==> config.mk <==
export PLATFORM = sky130hd
export DESIGN_NAME = nest_irq_ctrl
export DESIGN_NICKNAME = d
export VERILOG_FILES = /design/src/rtl/nirq_pkg.sv /design/src/rtl/nirq_regfile.sv /design/src/rtl/nirq_arbiter.sv /design/src/rtl/nirq_service.sv /design/src/rtl/nest_irq_ctrl.sv
export SDC_FILE = /design/constraint.sdc
export NUM_CORES = 1
export LEC_CHECK = 0
export CAP_MARGIN = 10
export CORE_ASPECT_RATIO = 0.9
export CORE_UTILIZATION = 46
export DETAILED_ROUTE_END_ITERATION = 6
export PLACE_DENSITY = 0.82
export REMOVE_ABC_BUFFERS = 1
export SYNTH_ARGS = -nofsm -noshare
export SYNTH_HDL_FRONTEND = slang
export SYNTH_SLANG_ARGS = --single-unit
==> constraint.sdc <==
create_clock -name clk -period 8.1 [get_ports clk]
set_input_delay 1.62 -clock clk [delete_from_list [all_inputs] [get_ports clk]]
set_output_delay 1.62 -clock clk [all_outputs]
set_load 0.01 [all_outputs]
==> src/rtl/nirq_pkg.sv <==
package nirq_pkg;

    localparam int unsigned N_SRC    = 12;
    localparam int unsigned N_ORD    = N_SRC - 1;
    localparam int unsigned PM_LINE  = N_SRC - 1;
    localparam int unsigned N_BASE   = 7;
    localparam int unsigned N_EXTRA  = N_ORD - N_BASE;
    localparam int unsigned VEC_W    = $clog2(N_SRC);
    localparam int unsigned DATA_W   = 8;
    localparam int unsigned ADDR_W   = 2;
    localparam int unsigned N_TIER   = 3;

    localparam logic [ADDR_W-1:0] A_ENABLE = 2'd0;
    localparam logic [ADDR_W-1:0] A_PRIO   = 2'd1;
    localparam logic [ADDR_W-1:0] A_EXT    = 2'd2;

    typedef logic [VEC_W-1:0] vec_t;

    typedef enum logic [1:0] {
        LVL_NONE = 2'd0,
        LVL_LOW  = 2'd1,
        LVL_HIGH = 2'd2,
        LVL_PM   = 2'd3
    } lvl_e;

    typedef struct packed {
        logic             gbl;
        logic [N_ORD-1:0] en;
        logic [N_ORD-1:0] hi;
    } cfg_t;

    typedef struct packed {
        logic valid;
        lvl_e lvl;
        vec_t vec;
    } pick_t;

    function automatic lvl_e top_tier(input logic [N_TIER-1:0] isr);
        lvl_e r;
        r = LVL_NONE;
        if (isr[0]) r = LVL_LOW;
        if (isr[1]) r = LVL_HIGH;
        if (isr[2]) r = LVL_PM;
        return r;
    endfunction

    function automatic logic [N_TIER-1:0] drop_top(input logic [N_TIER-1:0] isr);
        logic [N_TIER-1:0] r;
        r = isr;
        if (isr[2])      r[2] = 1'b0;
        else if (isr[1]) r[1] = 1'b0;
        else             r[0] = 1'b0;
        return r;
    endfunction

    function automatic logic [N_TIER-1:0] tier_bit(input lvl_e l);
        logic [N_TIER-1:0] r;
        case (l)
            LVL_LOW:  r = 3'b001;
            LVL_HIGH: r = 3'b010;
            LVL_PM:   r = 3'b100;
            default:  r = 3'b000;
        endcase
        return r;
    endfunction

endpackage

==> src/rtl/nirq_regfile.sv <==
module nirq_regfile
    import nirq_pkg::*;
(
    input  logic              clk,
    input  logic              rst,
    input  logic              wr,
    input  logic [ADDR_W-1:0] addr,
    input  logic [DATA_W-1:0] wdata,
    output logic [DATA_W-1:0] rdata,
    output cfg_t              cfg
);

    logic                gbl_q;
    logic [N_BASE-1:0]   en_base_q;
    logic [N_BASE-1:0]   hi_base_q;
    logic [N_EXTRA-1:0]  en_ext_q;
    logic [N_EXTRA-1:0]  hi_ext_q;

    always_ff @(posedge clk) begin
        if (rst) begin
            gbl_q     <= 1'b0;
            en_base_q <= '0;
            hi_base_q <= '0;
            en_ext_q  <= '0;
            hi_ext_q  <= '0;
        end else if (wr) begin
            case (addr)
                A_ENABLE: begin
                    gbl_q     <= wdata[DATA_W-1];
                    en_base_q <= wdata[N_BASE-1:0];
                end
                A_PRIO: begin
                    hi_base_q <= wdata[N_BASE-1:0];
                end
                A_EXT: begin
                    en_ext_q <= wdata[N_EXTRA-1:0];
                    hi_ext_q <= wdata[4 +: N_EXTRA];
                end
                default: ;
            endcase
        end
    end

    logic [DATA_W-1:0] ext_word;

    always_comb begin
        ext_word = '0;
        ext_word[N_EXTRA-1:0] = en_ext_q;
        ext_word[4 +: N_EXTRA] = hi_ext_q;
    end

    always_comb begin
        case (addr)
            A_ENABLE: rdata = {gbl_q, en_base_q};
            A_PRIO:   rdata = {1'b0, hi_base_q};
            A_EXT:    rdata = ext_word;
            default:  rdata = '0;
        endcase
    end

    assign cfg.gbl = gbl_q;
    assign cfg.en  = {en_ext_q, en_base_q};
    assign cfg.hi  = {hi_ext_q, hi_base_q};

    assert_reset_clear_R1: assert property (@(posedge clk)
        $past(rst) |-> (cfg.gbl == 1'b0 && cfg.en == '0 && cfg.hi == '0));

endmodule

==> src/rtl/nirq_arbiter.sv <==
module nirq_arbiter
    import nirq_pkg::*;
(
    input  logic             clk,
    input  logic             rst,
    input  logic [N_SRC-1:0] src,
    input  cfg_t             cfg,
    input  lvl_e             ceiling,
    output pick_t            cand
);

    logic [N_ORD-1:0] elig;
    logic             hi_any;
    logic             lo_any;
    vec_t             hi_vec;
    vec_t             lo_vec;
    pick_t            best;

    genvar g;
    generate
        for (g = 0; g < int'(N_ORD); g++) begin : g_elig
            assign elig[g] = src[g] & cfg.en[g] & cfg.gbl;
        end
    endgenerate

    // Scan downward so the lowest line number on each tier wins.
    always_comb begin
        hi_any = 1'b0;
        lo_any = 1'b0;
        hi_vec = '0;
        lo_vec = '0;
        for (int i = int'(N_ORD) - 1; i >= 0; i--) begin
            if (elig[i] && cfg.hi[i]) begin
                hi_any = 1'b1;
                hi_vec = vec_t'(i);
            end
            if (elig[i] && !cfg.hi[i]) begin
                lo_any = 1'b1;
                lo_vec = vec_t'(i);
            end
        end
    end

    always_comb begin
        best = '{valid: 1'b0, lvl: LVL_NONE, vec: '0};
        if (src[PM_LINE]) begin
            best = '{valid: 1'b1, lvl: LVL_PM, vec: vec_t'(PM_LINE)};
        end else if (hi_any) begin
            best = '{valid: 1'b1, lvl: LVL_HIGH, vec: hi_vec};
        end else if (lo_any) begin
            best = '{valid: 1'b1, lvl: LVL_LOW, vec: lo_vec};
        end
    end

    always_comb begin
        cand = best;
        cand.valid = best.valid && (best.lvl > ceiling);
    end

    assert_global_mask_R3: assert property (@(posedge clk) disable iff (rst)
        (!cfg.gbl && cand.valid) |-> (cand.vec == vec_t'(PM_LINE)));

    assert_pm_always_R4: assert property (@(posedge clk) disable iff (rst)
        (src[PM_LINE] && ceiling != LVL_PM) |-> (cand.valid && cand.lvl == LVL_PM));

endmodule

==> src/rtl/nirq_service.sv <==
module nirq_service
    import nirq_pkg::*;
(
    input  logic  clk,
    input  logic  rst,
    input  pick_t cand,
    input  logic  ack,
    input  logic  ret,
    output lvl_e  ceiling,
    output logic  req,
    output vec_t  vec
);

    logic [N_TIER-1:0] isr_q;
    logic [N_TIER-1:0] isr_n;
    logic              pend_q;
    lvl_e              pend_lvl_q;
    vec_t              pend_vec_q;
    logic              take;

    assign take    = pend_q && ack;
    assign ceiling = top_tier(isr_q);

    always_comb begin
        isr_n = isr_q;
        if (ret) isr_n = drop_top(isr_n);
        if (take) isr_n = isr_n | tier_bit(pend_lvl_q);
    end

    always_ff @(posedge clk) begin
        if (rst) begin
            isr_q      <= '0;
            pend_q     <= 1'b0;
            pend_lvl_q <= LVL_NONE;
            pend_vec_q <= '0;
        end else begin
            isr_q <= isr_n;
            if (pend_q) begin
                if (ack) pend_q <= 1'b0;
            end else if (cand.valid) begin
                pend_q     <= 1'b1;
                pend_lvl_q <= cand.lvl;
                pend_vec_q <= cand.vec;
            end
        end
    end

    assign req = pend_q;
    assign vec = pend_vec_q;

    assert_hold_until_ack_R10: assert property (@(posedge clk) disable iff (rst)
        (req && !ack) |=> (req && $stable(vec)));

    assert_drop_after_ack_R11: assert property (@(posedge clk) disable iff (rst)
        (req && ack) |=> !req);

    assert_ret_unwinds_one_R11: assert property (@(posedge clk) disable iff (rst)
        (ret && !take && isr_q != '0) |=> ($countones(isr_q) + 1 == $past($countones(isr_q))));

    assert_strictly_above_R9: assert property (@(posedge clk) disable iff (rst)
        req |-> (pend_lvl_q > ceiling));

    assert_pm_not_nested_R12: assert property (@(posedge clk) disable iff (rst)
        isr_q[2] |-> !(req && pend_lvl_q == LVL_PM));

endmodule

==> src/rtl/nest_irq_ctrl.sv <==
module nest_irq_ctrl
    import nirq_pkg::*;
(
    input  logic              clk,
    input  logic              rst,
    input  logic              reg_wr,
    input  logic [ADDR_W-1:0] reg_addr,
    input  logic [DATA_W-1:0] reg_wdata,
    output logic [DATA_W-1:0] reg_rdata,
    input  logic [N_SRC-1:0]  irq_src,
    output logic              irq_req,
    output logic [VEC_W-1:0]  irq_vec,
    input  logic              irq_ack,
    input  logic              irq_ret
);

    cfg_t  cfg;
    pick_t cand;
    lvl_e  ceiling;

    nirq_regfile u_regs (
        .clk   (clk),
        .rst   (rst),
        .wr    (reg_wr),
        .addr  (reg_addr),
        .wdata (reg_wdata),
        .rdata (reg_rdata),
        .cfg   (cfg)
    );

    nirq_arbiter u_arb (
        .clk     (clk),
        .rst     (rst),
        .src     (irq_src),
        .cfg     (cfg),
        .ceiling (ceiling),
        .cand    (cand)
    );

    nirq_service u_svc (
        .clk     (clk),
        .rst     (rst),
        .cand    (cand),
        .ack     (irq_ack),
        .ret     (irq_ret),
        .ceiling (ceiling),
        .req     (irq_req),
        .vec     (irq_vec)
    );

endmodule

==> impl_metrics.json, run 1 <==
{
  "status": "complete, but fails checks",
  "violations": "design-rule violations",
  "dieArea_um2": 4490,
  "critical_path_required_ns": 6.48,
  "firstDrtPassIters": 6,
  "via_per_inst": 5.90,
  "vdd_drop_max_uv": 92.6,
  "grt.overflow.total": 0,
  "cts_resized": 0,
  "avgSynthCellArea_um2": 8.30,
  "setup_viol": 0,
  "synth_area_um2": 1940,
  "synth.area.top_cells": "dfxtp_1, mux2i_1, nand4_1",
  "clk_pin_slew_ns": 0.07,
  "crit_path_start_kind": "input pin",
  "grt_pass1_vias": 1676,
  "grt_max_degree": 34,
  "crit_path_end_kind": "primary output",
  "p_leak_nw": 0.963,
  "vias": 1876,
  "hold_path_class": "register to register",
  "track_usage": 0.225,
  "grt_pass1_wl_um": 7820,
  "clock-sinks": 33,
  "maxSlewHeadroom": 0.344,
  "drv_cap": 0,
  "synthToLayoutAreaGrowth_pct": 27.7,
  "hold_buffers": 0,
  "fin_setup_tns_ns": 0,
  "cts_tree": "yes",
  "place.gp.congestion": 0.836,
  "n_antenna_cell": 0,
  "post_cts_buffers": 0,
  "drc": 2,
  "yosysSeqAreaShare": 0.340,
  "path_common_cell": "clkdlybuf4s50_1",
  "cp_top_family": "buffers and inverters",
  "period_share": 0.701,
  "clock_latency_ns": 0.29,
  "crit_buf_inv": 2,
  "finClkSkew_ns": 0.00721,
  "die_w_um": 70.5,
  "syn_inst": 234,
  "drtIter0Drc": 62,
  "drv_slew": 0,
  "initial_core_util": 0.477,
  "rsz0062_at_grt": "false",
  "worstSetupPathType": "input pin to primary output",
  "synthArstFlopShare": 0,
  "final_common_cell": "clkdlybuf4s50_1",
  "wire_per_inst_um": 14.8,
  "drtAntennaViolNets": 0,
  "synth_edf_count": 0,
  "fin_ws_ns": 2.42,
  "final_cell_mix": "clkdlybuf4s50_1, dfxtp_1, nor2_1",
  "cp_slowest_stage_delay_ns": 0.90,
  "min_period_ns": 5.68,
  "synth_top_area_share": 0.340,
  "fmax_mhz": 176,
  "clockRootBuffer": "clkbuf_8",
  "worstPathCellList": "clkdlybuf4s50_1 > nor2b_1 > nand2_1 > o21ai_0 > clkdlybuf4s50_1",
  "drive_gt1_frac": 0.0630,
  "nNetsFinal": 298,
  "power.density_nw_per_um2": 158,
  "ys_warn_count": 0,
  "antenna_found_initial": 0,
  "port-buffer-count": 39,
  "yosysTopAreaCell": "dfxtp_1",
  "ys_seq_elements": 33,
  "synthFlopType": "dfxtp_1",
  "cts.htree.levels": 2,
  "final_hold_viol_count": 0,
  "pre_cts_ws_ns": 2.42,
  "cts_buffers": 5,
  "p_total_mw": 0.393,
  "die_y_um": 63.6,
  "cts_buffer_depth": 2,
  "slowest_stage": "nor2b_1",
  "num_rows": 22,
  "synthDistinctLibCells": 40,
  "wl_um": 4710,
  "dpl.hpwl_um": 3450,
  "cp_max_fo": 16,
  "io_pins": 40,
  "worstMarginPinSlew_ns": 0.981,
  "core_um2": 4070,
  "crit_arrival_ns": 4.06
}
==> stage by stage <==
stage           util  instances  hold slack (ns)  instance area [µm²]
2_1_floorplan      -        221            0.444                 1880
3_3_place_gp   0.573        309            0.451                 2340
3_5_place_dp   0.573        309            0.450                 2340
4_1_cts        0.602        317            0.460                 2450
5_1_grt        0.609        318            0.475                 2480
6_report       0.609        318            0.459                 2480
==> synth_stat cells (all sizes together), types with 3 or more instances <==
| master | instances |
|---|---|
| a21oi | 17 |
| a31oi | 3 |
| and4b | 9 |
| buf | 3 |
| clkbuf | 10 |
| dfxtp | 33 |
| inv | 5 |
| mux2i | 23 |
| nand2 | 22 |
| nand2b | 5 |
| nand3 | 12 |
| nand4 | 15 |
| nand4b | 3 |
| nor2 | 25 |
| nor2b | 4 |
| nor3 | 4 |
| o21ai | 14 |
| or4 | 3 |
==> final timing paths <==
| check | to | depth (start not counted) | slack (ns) | startpoint |
|---|---|---|---|---|
| setup reg to reg | u_svc.vec[2] | 11 | 4.58 | u_regs.gbl_q |
| hold reg to reg | u_svc.vec[2] | 2 | 0.46 | u_svc.vec[2] |
| setup / recovery | reg_rdata[1] | 5 | 2.42 | reg_addr[0] |
| hold / removal | u_svc.vec[2] | 2 | 0.46 | u_svc.vec[2] |
==> area by class of cell <==
| type | count | area [µm²] |
|---|---|---|
| fill | 358 | 1590 |
| multi-input combinational | 183 | 1200 |
| sequential | 33 | 661 |
| timing repair buffer | 41 | 425 |
| clock buffer | 7 | 86.3 |
| tap | 48 | 60.1 |
| clock inverter | 1 | 30.0 |
| inverter | 5 | 18.8 |
==> state kept, by name (all words and copies together), names as in the netlist <==
name              count
u_regs.en_base_q      7
u_regs.gbl_q          1
u_svc.pend_lvl_q      2
u_regs.hi_base_q      7
u_svc.vec             4
u_svc.req             1
u_regs.en_ext_q       4
u_svc.isr_q           3
u_regs.hi_ext_q       4
==> worst reg2reg max path, delay by kind of cell (launching register included) <==
family	cells	cell delay, ns
adder cells (fa/ha/maj)	1	0.22
AND/OR/NAND/NOR	4	1.62
flip-flops	1	0.57
buffers and inverters	1	0.08
AO/OA/AOI/OAI	5	0.97
==> cells by family after synthesis <==
family	share of synthesized area
AND/OR/NAND/NOR	0.322
AO/OA/AOI/OAI	0.164
flip-flops	0.340
multiplexers	0.119
buffers and inverters	0.0425
adder cells (fa/ha/maj)	0.0129
==> where the power goes <==
part	leakage [nW]	total (mW)	internal (mW)	switching, mW
sequential	0.269	0.176	0.169	0.00736
clock	0.0585	0.162	0.100	0.0613
combinational	0.636	0.0547	0.0298	0.0248
==> routing by layer <==
metal | part of all wire | wire (µm) | vias to the layer above | GRT usage
met5 | 0 | 0 | - | 0
met4 | 0.012 | 56 | 0 | 0.0740
met3 | 0.065 | 307 | 6 | 0.0576
met2 | 0.48 | 2260 | 59 | 0.375
met1 | 0.44 | 2090 | 878 | 0.282
li1 | - | - | 933 | -
(Power assumes the default switching activity.)
==> inputs of run 2 (changes only) <==
PLACE_DENSITY = 0.85   (was 0.82)
clock period = 4.9 ns   (was 8.1 ns; I/O delays follow)
==> run 2 against run 1 <==
  * The flow still finishes with violations (design-rule violations)
  * Sequential power up 66%
  * Hold slack better by 0.00069 ns
  * Critical path depth rose by 7
  * Clock skew barely moved
  * Largest power group unchanged
  * Highest routed layer unchanged
==> impl_metrics.json, run 2 (synthesis gave the netlist of run 1 again) <==
{
  "status": "complete, but fails checks",
  "violations": "design-rule violations",
  "worstMarginPinSlew_ns": 0.803,
  "crit_path_start_kind": "input pin",
  "drtAntennaViolNets": 0,
  "cts.htree.levels": 2,
  "grt_pass1_wl_um": 7830,
  "dr_wl_met2_um": 2230,
  "worstPathCellList": "clkdlybuf4s50_1 > and4b_1 > or4_4 > nor3_4 > o21ai_0 > inv_1 > ha_1 > a21oi_1 > o21ai_0 > a41o_4 > or4_1 > a21oi_1",
  "fin_ws_ns": 0.989,
  "crit_path_end_kind": "register",
  "cts_buffers": 5,
  "synthToLayoutAreaGrowth_pct": 28.0,
  "final_cell_mix": "clkdlybuf4s50_1, dfxtp_1, nor2_1",
  "min_period_ns": 3.91,
  "fin_hold_ws_ns": 0.459,
  "p_leak_nw": 0.967,
  "clk_pin_slew_ns": 0.06,
  "nNetsFinal": 300,
  "wl_met3_um": 368,
  "maxSlewHeadroom": 0.464,
  "drc": 6,
  "cts_resized": 0,
  "dpl.hpwl_um": 3540,
  "final_hold_viol_count": 0,
  "antenna_found_initial": 0,
  "port-buffer-count": 39,
  "wire_per_inst_um": 15.0,
  "worstSetupPathType": "input pin to register",
  "p_total_mw": 0.651,
  "initial_core_util": 0.477,
  "wl_met1_um": 2160,
  "die_w_um": 70.5,
  "num_rows": 22,
  "rsz0062_at_grt": "false",
  "hold_buffers": 0,
  "critical_path_required_ns": 5.11,
  "firstDrtPassIters": 6,
  "fin_setup_tns_ns": 0,
  "die_y_um": 63.6,
  "slowest_stage": "or4_4",
  "setup_viol": 0,
  "cp_max_fo": 9,
  "place.gp.congestion": 0.838,
  "vdd_drop_max_uv": 168,
  "crit_arrival_ns": 4.12,
  "power.density_nw_per_um2": 262,
  "cp_slowest_stage_delay_ns": 0.56,
  "pre_cts_ws_ns": 0.712,
  "grt_pass1_vias": 1706,
  "clock_latency_ns": 0.29,
  "drv_cap": 0,
  "finalCoreUtilization": 0.610,
  "cts_tree": "yes",
  "finClkSkew_ns": 0.00769,
  "via_per_inst": 5.97,
  "final_common_cell": "clkdlybuf4s50_1",
  "drtIter0Drc": 96,
  "drv_slew": 0,
  "grt.overflow.total": 0,
  "post_cts_buffers": 0,
  "wl_um": 4790,
  "grt_max_degree": 34,
  "dieArea_um2": 4490,
  "clock-sinks": 33,
  "clockRootBuffer": "clkbuf_8",
  "core_um2": 4070,
  "fmax_mhz": 256,
  "dr.max_layer_used": "met4",
  "io_pins": 40,
  "period_share": 0.798,
  "track_usage": 0.223,
  "drive_gt1_frac": 0.0735,
  "cts_buffer_depth": 2,
  "vias": 1911,
  "reg.largest.list": "u_regs.en_base_q: 7 flops, u_regs.hi_base_q: 7 flops",
  "n_antenna_cell": 0,
  "hold_path_class": "register to register"
}
==> run 2: where the power goes <==
group | total, mW | internal (mW) | switching [mW]
registers | 0.292 | 0.279 | 0.0125
clock network | 0.268 | 0.165 | 0.103
logic | 0.0908 | 0.0493 | 0.0415
==> run 2: cell type report <==
| class | instances | area, µm² |
|---|---|---|
| fill | 375 | 1590 |
| inverter | 5 | 18.8 |
| sequential | 33 | 661 |
| clock inverter | 2 | 37.5 |
| timing repair buffer | 43 | 428 |
| tap | 48 | 60.1 |
| clock buffer | 6 | 82.6 |
| multi-input combinational | 183 | 1200 |
==> run 2: metrics by stage <==
step,cells,area (µm²)
floorplan,221,1880
global placement,311,2350
detailed placement,311,2350
finish,320,2490
global route,320,2490
CTS,319,2470
==> run 2: metal layers <==
layer / vias up / GRT usage
li1: 945 / -
met1: 896 / 0.295
met2: 65 / 0.353
met3: 5 / 0.0656
met4: 0 / 0.0612
met5: - / 0
==> run 2: final timing paths <==
| kind | from | cells after the start | slack, ns | to |
|---|---|---|---|---|
| worst max register to register | u_regs.gbl_q | 11 | 1.40 | u_svc.vec[2] |
| worst max-delay path | irq_src[5] | 12 | 0.99 | u_svc.vec[2] |
| worst min-delay path | u_svc.vec[2] | 2 | 0.46 | u_svc.vec[2] |
| worst min register to register | u_svc.vec[2] | 2 | 0.46 | u_svc.vec[2] |
==> run 2: worst max-delay path, delay by kind of cell <==
family,cells,cell delay [ns]
AO/OA/AOI/OAI,5,0.91
adder cells (fa/ha/maj),1,0.23
buffers and inverters,2,0.54
AND/OR/NAND/NOR,4,1.46
